===== src/rtl/nsg_pkg.sv =====
package nsg_pkg;
  localparam int TIMING_W = 32;
  localparam int CNT_W    = 5;

  // field order sets the register bit positions
  typedef struct packed {
    logic [5:0] rsvd;
    logic [1:0] ce_lead;
    logic [4:0] busy_dly;
    logic [2:0] turn;
    logic [3:0] rd_hi;
    logic [3:0] rd_lo;
    logic [3:0] wr_hi;
    logic [3:0] wr_lo;
  } timing_t;

  typedef enum logic [3:0] {
    S_IDLE, S_LEAD, S_WLOW, S_WHIGH, S_RLOW, S_RHIGH, S_TURN, S_BUSY, S_DONE
  } phase_e;

  function automatic logic [3:0] high_len(input logic [3:0] hi, input logic [3:0] lo);
    return (hi > lo) ? (hi - lo) : 4'd1;
  endfunction
endpackage


===== src/rtl/nsg_key_reg.sv =====
module nsg_key_reg
  import nsg_pkg::*;
#(
  parameter logic [15:0]         LOCK_KEY = 16'hA25E,
  parameter logic [TIMING_W-1:0] RST_VAL  = '0
) (
  input  logic                clk_i,
  input  logic                rst_ni,
  input  logic                wr_i,
  input  logic                sel_i,
  input  logic [TIMING_W-1:0] wdata_i,
  output timing_t             timing_o
);
  logic                unlocked_q;
  logic [TIMING_W-1:0] timing_q;
  logic                key_hit;

  assign key_hit = !sel_i && (wdata_i[15:0] == LOCK_KEY);

  always_ff @(posedge clk_i or negedge rst_ni) begin
    if (!rst_ni) begin
      unlocked_q <= 1'b0;
      timing_q   <= RST_VAL;
    end else if (wr_i) begin
      unlocked_q <= key_hit;
      if (sel_i && unlocked_q) timing_q <= wdata_i;
    end
  end

  assign timing_o = timing_t'(timing_q);

  p_unlock_once_r9: assert property (@(posedge clk_i) disable iff (!rst_ni)
    (wr_i && !key_hit) |=> !unlocked_q);
  p_locked_hold_r8: assert property (@(posedge clk_i) disable iff (!rst_ni)
    (wr_i && sel_i && !unlocked_q) |=> $stable(timing_q));
endmodule


===== src/rtl/nsg_sync.sv =====
module nsg_sync #(
  parameter int STAGES = 2
) (
  input  logic clk_i,
  input  logic rst_ni,
  input  logic d_i,
  output logic q_o
);
  logic [STAGES-1:0] ff_q;

  generate
    if (STAGES == 1) begin : g_one
      always_ff @(posedge clk_i or negedge rst_ni)
        if (!rst_ni) ff_q <= '0;
        else         ff_q <= d_i;
    end else begin : g_chain
      always_ff @(posedge clk_i or negedge rst_ni)
        if (!rst_ni) ff_q <= '0;
        else         ff_q <= {ff_q[STAGES-2:0], d_i};
    end
  endgenerate

  assign q_o = ff_q[STAGES-1];
endmodule


===== src/rtl/nsg_seq.sv =====
module nsg_seq
  import nsg_pkg::*;
#(
  parameter int DATA_W = 8
) (
  input  logic              clk_i,
  input  logic              rst_ni,
  input  timing_t           timing_i,
  input  logic              req_i,
  input  logic              rd_i,
  input  logic              busy_i,
  input  logic [DATA_W-1:0] wdata_i,
  input  logic [DATA_W-1:0] io_i,
  input  logic              rb_sync_i,
  output logic              we_no,
  output logic              re_no,
  output logic              ce_no,
  output logic [DATA_W-1:0] io_o,
  output logic              io_oe_o,
  output logic [DATA_W-1:0] rdata_o,
  output logic              ready_o,
  output logic              done_o
);
  phase_e             state_q, state_d, tail_state;
  logic [CNT_W-1:0]   cnt_q, cnt_d, tail_cnt, cnt_dec;
  logic               is_rd_q, busy_q, last, accept;
  logic [DATA_W-1:0]  wdata_q, rdata_q;
  logic [5:0]         unused_rsvd;

  assign unused_rsvd = timing_i.rsvd;
  assign last    = (cnt_q == '0);
  assign cnt_dec = cnt_q - 1'b1;
  assign accept  = (state_q == S_IDLE) && req_i;

  // after strobes (and turnaround): optional device wait, then done
  always_comb begin
    if (busy_q) begin
      tail_state = S_BUSY;
      tail_cnt   = CNT_W'(timing_i.busy_dly);
    end else begin
      tail_state = S_DONE;
      tail_cnt   = '0;
    end
  end

  always_comb begin
    state_d = state_q;
    cnt_d   = cnt_q;
    unique case (state_q)
      S_IDLE: if (req_i) begin
        if (!rd_i) begin
          state_d = S_WLOW;
          cnt_d   = CNT_W'(timing_i.wr_lo);
        end else if (timing_i.ce_lead != '0) begin
          state_d = S_LEAD;
          cnt_d   = CNT_W'(timing_i.ce_lead - 2'd1);
        end else begin
          state_d = S_RLOW;
          cnt_d   = CNT_W'(timing_i.rd_lo);
        end
      end
      S_LEAD: if (last) begin
        state_d = S_RLOW;
        cnt_d   = CNT_W'(timing_i.rd_lo);
      end else cnt_d = cnt_dec;
      S_WLOW: if (last) begin
        state_d = S_WHIGH;
        cnt_d   = CNT_W'(high_len(timing_i.wr_hi, timing_i.wr_lo) - 4'd1);
      end else cnt_d = cnt_dec;
      S_WHIGH: if (last) begin
        state_d = tail_state;
        cnt_d   = tail_cnt;
      end else cnt_d = cnt_dec;
      S_RLOW: if (last) begin
        state_d = S_RHIGH;
        cnt_d   = CNT_W'(high_len(timing_i.rd_hi, timing_i.rd_lo) - 4'd1);
      end else cnt_d = cnt_dec;
      S_RHIGH: if (last) begin
        if (timing_i.turn != '0) begin
          state_d = S_TURN;
          cnt_d   = CNT_W'(timing_i.turn - 3'd1);
        end else begin
          state_d = tail_state;
          cnt_d   = tail_cnt;
        end
      end else cnt_d = cnt_dec;
      S_TURN: if (last) begin
        state_d = tail_state;
        cnt_d   = tail_cnt;
      end else cnt_d = cnt_dec;
      S_BUSY: if (!last) cnt_d = cnt_dec;
              else if (rb_sync_i) state_d = S_DONE;
      S_DONE: state_d = S_IDLE;
      default: state_d = S_IDLE;
    endcase
  end

  always_ff @(posedge clk_i or negedge rst_ni) begin
    if (!rst_ni) begin
      state_q <= S_IDLE;
      cnt_q   <= '0;
      is_rd_q <= 1'b0;
      busy_q  <= 1'b0;
      wdata_q <= '0;
      rdata_q <= '0;
    end else begin
      state_q <= state_d;
      cnt_q   <= cnt_d;
      if (accept) begin
        is_rd_q <= rd_i;
        busy_q  <= busy_i;
        wdata_q <= wdata_i;
      end
      if (state_q == S_RLOW && last) rdata_q <= io_i;
    end
  end

  assign we_no   = (state_q != S_WLOW);
  assign re_no   = (state_q != S_RLOW);
  assign ce_no   = !(state_q inside {S_LEAD, S_WLOW, S_WHIGH, S_RLOW, S_RHIGH});
  assign io_oe_o = (state_q inside {S_WLOW, S_WHIGH});
  assign io_o    = wdata_q;
  assign rdata_o = rdata_q;
  assign ready_o = (state_q == S_IDLE);
  assign done_o  = (state_q == S_DONE);

  p_strobe_excl_r13: assert property (@(posedge clk_i) disable iff (!rst_ni)
    !we_no |-> re_no);
  p_ce_cover_r13: assert property (@(posedge clk_i) disable iff (!rst_ni)
    (!we_no || !re_no) |-> !ce_no);
  p_done_single_r11: assert property (@(posedge clk_i) disable iff (!rst_ni)
    done_o |=> (!done_o && ready_o));
  p_idle_stay_r10: assert property (@(posedge clk_i) disable iff (!rst_ni)
    (ready_o && !req_i) |=> ready_o);
  p_rdata_when_r4: assert property (@(posedge clk_i) disable iff (!rst_ni)
    !$stable(rdata_o) |-> ($past(!re_no) && re_no && is_rd_q));
  p_turn_quiet_r6: assert property (@(posedge clk_i) disable iff (!rst_ni)
    (state_q == S_TURN) |-> (ce_no && !ready_o && !io_oe_o));
endmodule


===== src/rtl/nand_strobe_gen.sv =====
module nand_strobe_gen
  import nsg_pkg::*;
#(
  parameter int          DATA_W      = 8,
  parameter int          SYNC_STAGES = 2,
  parameter logic [15:0] LOCK_KEY    = 16'hA25E,
  parameter logic [31:0] RST_TIMING  = 32'h0
) (
  input  logic              clk_i,
  input  logic              rst_ni,
  input  logic              cfg_wr_i,
  input  logic              cfg_sel_i,
  input  logic [31:0]       cfg_wdata_i,
  input  logic              req_i,
  input  logic              req_rd_i,
  input  logic              req_busy_i,
  input  logic [DATA_W-1:0] req_wdata_i,
  output logic              ready_o,
  output logic              done_o,
  output logic [DATA_W-1:0] rdata_o,
  output logic              nand_we_no,
  output logic              nand_re_no,
  output logic              nand_ce_no,
  output logic [DATA_W-1:0] nand_io_o,
  output logic              nand_io_oe_o,
  input  logic [DATA_W-1:0] nand_io_i,
  input  logic              nand_rb_i,
  output logic [1:0]        status_o
);
  timing_t timing;
  logic    rb_sync;

  nsg_key_reg #(.LOCK_KEY(LOCK_KEY), .RST_VAL(RST_TIMING)) u_key_reg (
    .clk_i(clk_i), .rst_ni(rst_ni), .wr_i(cfg_wr_i), .sel_i(cfg_sel_i),
    .wdata_i(cfg_wdata_i), .timing_o(timing)
  );

  nsg_sync #(.STAGES(SYNC_STAGES)) u_rb_sync (
    .clk_i(clk_i), .rst_ni(rst_ni), .d_i(nand_rb_i), .q_o(rb_sync)
  );

  nsg_seq #(.DATA_W(DATA_W)) u_seq (
    .clk_i(clk_i), .rst_ni(rst_ni), .timing_i(timing),
    .req_i(req_i), .rd_i(req_rd_i), .busy_i(req_busy_i), .wdata_i(req_wdata_i),
    .io_i(nand_io_i), .rb_sync_i(rb_sync),
    .we_no(nand_we_no), .re_no(nand_re_no), .ce_no(nand_ce_no),
    .io_o(nand_io_o), .io_oe_o(nand_io_oe_o), .rdata_o(rdata_o),
    .ready_o(ready_o), .done_o(done_o)
  );

  assign status_o = {ready_o, rb_sync};

  p_status_r12: assert property (@(posedge clk_i) disable iff (!rst_ni)
    (status_o[1] == ready_o) && (status_o[0] == $past(nand_rb_i, 2) || $past(!rst_ni, 2)));
endmodule


===== config.mk =====
export PLATFORM = sky130hd
export DESIGN_NAME = nand_strobe_gen
export DESIGN_NICKNAME = d
export VERILOG_FILES = /design/src/rtl/nsg_pkg.sv /design/src/rtl/nsg_key_reg.sv /design/src/rtl/nsg_sync.sv /design/src/rtl/nsg_seq.sv /design/src/rtl/nand_strobe_gen.sv
export SDC_FILE = /design/constraint.sdc
export NUM_CORES = 1
export LEC_CHECK = 0
export BUFFER_PORTS_ARGS = -buffer_cell sky130_fd_sc_hd__buf_2
export CAP_MARGIN = 10
export CORE_AREA = 10 10 79 108
export CTS_CLUSTER_SIZE = 12
export DETAILED_ROUTE_END_ITERATION = 7
export DIE_AREA = 0 0 89 118
export PLACE_DENSITY = 0.81
export SETUP_SLACK_MARGIN = 0.4
export SLEW_MARGIN = 20
export SYNTH_ARGS = -nofsm -noshare
export SYNTH_HDL_FRONTEND = slang
export SYNTH_SLANG_ARGS = --single-unit

===== constraint.sdc =====
create_clock -name clk_i -period 3.5 [get_ports clk_i]
set_clock_uncertainty 0.1 [all_clocks]
set_input_delay 0.175 -clock clk_i [delete_from_list [all_inputs] [get_ports clk_i]]
set_output_delay 0.175 -clock clk_i [all_outputs]
set_load 0.02 [all_outputs]

==> flow_summary.json <==
{
  "status": "finished clean",
  "internal-power_w": 0.00162,
  "initial_utilization": 0.536,
  "diodes": 0,
  "avgSynthCellArea_sq_um": 9.94,
  "period_needed_ns": 2.98,
  "synthesis.area_sq_mm": 0.00350,
  "num-nets-final": 526,
  "crit_top_cell": "inv_1",
  "ff2ff_setup_slack_ns": 0.52,
  "grt.total_usage": 0.212,
  "cts.sinks": 55,
  "insertion_delay_ns": 0.32,
  "place.gp.congestion": 0.980,
  "reg2reg_from": "u_key_reg.timing_o[4]",
  "fin_setup_tns_ns": 0,
  "crit_type": "reg -> reg",
  "synth_cell_types": 60,
  "vias": 3264,
  "tightest_slew_ns": 0.954,
  "dp.cells": 487,
  "r2r-end": "u_seq.cnt_q[1]",
  "power_density_mw_per_mm2": 697,
  "synth_ff_type": "dfrtp_1",
  "leakagePower_nw": 1.99,
  "final_antenna_net_count": 0,
  "drtIter0Drc": 279,
  "multiInputGateArea_sq_mm": 0.00194,
  "layout_common_cells": "73 x buf_2, 55 x dfrtp_1, 43 x mux2_2, 31 x dlygate4sd3_1",
  "worst_hold_path_type": "in -> reg",
  "cp-start-kind": "flop",
  "synth_fp_nets": 424,
  "core_sq_mm": 0.00653,
  "cp.required_ns": 3.65,
  "antenna_found_initial": 0,
  "regArea_sq_mm": 0.00138,
  "finalWorstSetupSlack_ns": 0.520,
  "path_max_fanout": 4,
  "cts_buffers": 5,
  "endpoint_kind": "flop",
  "hp-start": "cfg_wdata_i[14]",
  "drive_above_1_share": 0.319,
  "cts_tree": "done",
  "cts_htree_levels": 2,
  "cts_buffer_depth": 2,
  "min_path_cells": 2,
  "r2r_cells": 15,
  "die_area_sq_mm": 0.0105,
  "grt_max_degree": 32,
  "pin_count": 80,
  "hold_end": "u_key_reg.timing_o[14]",
  "path_clk_slew_ns": 0.11,
  "period_share": 0.851,
  "finalHoldViolCount": 0,
  "die_h_microns": 118,
  "portBuffers": 73,
  "row_count": 35,
  "synthToLayoutAreaGrowth_pct": 23.8,
  "finalSetupViolCount": 0,
  "stdcell_count": 529,
  "overflow": 0,
  "hold_ws_ns": 0.00583,
  "die_x_microns": 89,
  "arrival_ns": 3.13,
  "p_total_w": 0.00302,
  "synth-seq-cells": 55,
  "detailed_place_hpwl_mm": 7.70,
  "firstDrtPassIters": 4,
  "nFillCells": 480,
  "routed_via_density": 6.17,
  "slew_headroom": 0.355,
  "final_common_cell": "buf_2",
  "grt_pass1_wl_mm": 17.7,
  "drc": 0,
  "ys_seq_area_frac": 0.393,
  "rsz0062_at_grt": "true",
  "ys.warnings.count": 0,
  "synthCells": 352,
  "drt_wl_total_mm": 11.1,
  "pwr-share-seq": 0.328,
  "worstPathCellList": "inv_1 -> ha_2 -> inv_1 -> fa_2 -> a211o_1 -> o221ai_2 -> inv_1 -> nand2_1 -> ha_1 -> or3_1 -> a21oi_2 -> nor3_1 -> a32oi_1 -> o21ai_1 -> o21ai_1",
  "slowest_stage": "fa_2",
  "swShare": 0.463,
  "crit_path_max_incr_delay_ns": 0.43,
  "place_ws_ns": 0.523,
  "synth_edf_count": 0,
  "pwr-share-comb": 0.545,
  "p_sw_w": 0.00140,
  "cts_root_buf": "clkbuf_8",
  "wl_per_cell_microns": 21.0,
  "grt_pass1_vias": 3468,
  "p_clk_frac": 0.127,
  "slew_viol_final": 0,
  "async_reset_ff_frac": 1.00,
  "vdd_drop_max_mv": 0.485,
  "max_freq_ghz": 0.336,
  "max-cap-violations": 0
}
==> what timing repair did <==
| item | CTS | global route |
|---|---|---|
| buffers inserted | 0 | 3 |
| setup endpoints to repair | 0 | 1 |
| hold buffers | 30 | 1 |
| resized for setup | 0 | 4 |
| endpoints found under the hold margin | 59 | 1 |
==> critical path: cells and delay by family (launching register included) <==
kind / cells / cell delay [ns]
AO/OA/AOI/OAI: 6 / 0.93
buffers and inverters: 3 / 0.21
AND/OR/NAND/NOR: 3 / 0.46
adder cells (fa/ha/maj): 3 / 0.82
flip-flops: 1 / 0.40
==> how the worst max path moves through the flow <==
stage	start	end	slack [ns]	cells after the start
5_1_grt	u_key_reg.timing_o[4]	u_seq.cnt_q[1]	0.38	15
3_5_place_dp	u_key_reg.timing_o[4]	u_seq.cnt_q[1]	0.52	15
2_1_floorplan	u_key_reg.timing_o[4]	u_seq.cnt_q[1]	0.75	15
4_1_cts	u_key_reg.timing_o[4]	u_seq.cnt_q[1]	0.48	15
3_3_place_gp	u_key_reg.timing_o[4]	u_seq.cnt_q[1]	0.57	15
6_report	u_key_reg.timing_o[4]	u_seq.cnt_q[1]	0.52	15
==> metal layers <==
metal,up-vias,global-route usage,part of all wire
li1,1503,-,-
met5,-,0,0
met2,165,0.383,0.55
met3,47,0.0519,0.067
met4,0,0.0938,0.041
met1,1549,0.219,0.34
==> cell type report <==
cell class | instances | area share
Inverter | 26 | 0.0225
Timing Repair Buffer | 111 | 0.168
Clock inverter | 3 | 0.00635
Clock buffer | 5 | 0.0159
Multi-Input combinational cell | 255 | 0.448
Tap cell | 74 | 0.0214
Sequential cell | 55 | 0.318
==> sequential cells by signal, summed over array words and instances, names as in the netlist <==
register,cells
u_seq.rdata_o,8
u_key_reg.timing_o,26
u_seq.io_o,8
u_seq.state_q,4
u_seq.busy_q,1
u_rb_sync.ff_q,2
u_key_reg.unlocked_q,1
u_seq.cnt_q,5
==> stage by stage <==
| step | instance area (sq um) | utilization |
|---|---|---|
| 2_1_floorplan | 3500 | - |
| 3_3_place_gp | 3890 | 0.596 |
| 3_5_place_dp | 3890 | 0.596 |
| 4_1_cts | 4290 | 0.657 |
| 5_1_grt | 4330 | 0.664 |
| 6_report | 4330 | 0.664 |
==> power groups by stage <==
stage / Sequential, W / Combinational, W / Clock, W
2_1_floorplan: 0.00102 / 0.00110 / 0
3_3_place_gp: 0.000973 / 0.00154 / 0
3_5_place_dp: 0.000986 / 0.00156 / 0
4_1_cts: 0.000973 / 0.00160 / 0.000391
5_1_grt: 0.00101 / 0.00178 / 0.000416
6_report: 0.000989 / 0.00165 / 0.000385
==> cell usage after synthesis, types with 3 or more instances <==
library cell / n / area (sq um)
a21oi_1: 9 / 45.0
a22oi_1: 3 / 22.5
a311oi_1: 5 / 43.8
a31oi_1: 7 / 43.8
a32oi_1: 5 / 43.8
buf_2: 4 / 20.0
buf_4: 3 / 22.5
buf_6: 3 / 33.8
clkbuf_1: 6 / 22.5
dfrtp_1: 55 / 1380
ha_1: 14 / 175
inv_1: 24 / 90.1
mux2_2: 43 / 484
nand2_1: 19 / 71.3
nand3_1: 12 / 60.1
nand4_1: 3 / 18.8
nand4b_1: 4 / 35.0
nor2_1: 24 / 90.1
nor2b_1: 9 / 56.3
nor3_1: 9 / 45.0
nor4_1: 3 / 18.8
o211ai_1: 4 / 30.0
o21a_1: 3 / 22.5
o21ai_0: 14 / 70.1
o21ai_1: 8 / 40.0
o22ai_1: 3 / 18.8
xnor2_1: 6 / 52.6
==> cell families (layout without fill, tap and decap cells) <==
logic type | count (synthesis) | in the layout | share of synthesized area
mux | 43 | 43 | 0.138
simple gates | 105 | 105 | 0.167
buf+inv | 42 | 145 | 0.0561
fa+ha+maj | 16 | 16 | 0.0615
flops | 55 | 55 | 0.393
xor+xnor | 8 | 8 | 0.0200
compound gates | 83 | 83 | 0.164
Power figures use the tool's default switching activity.
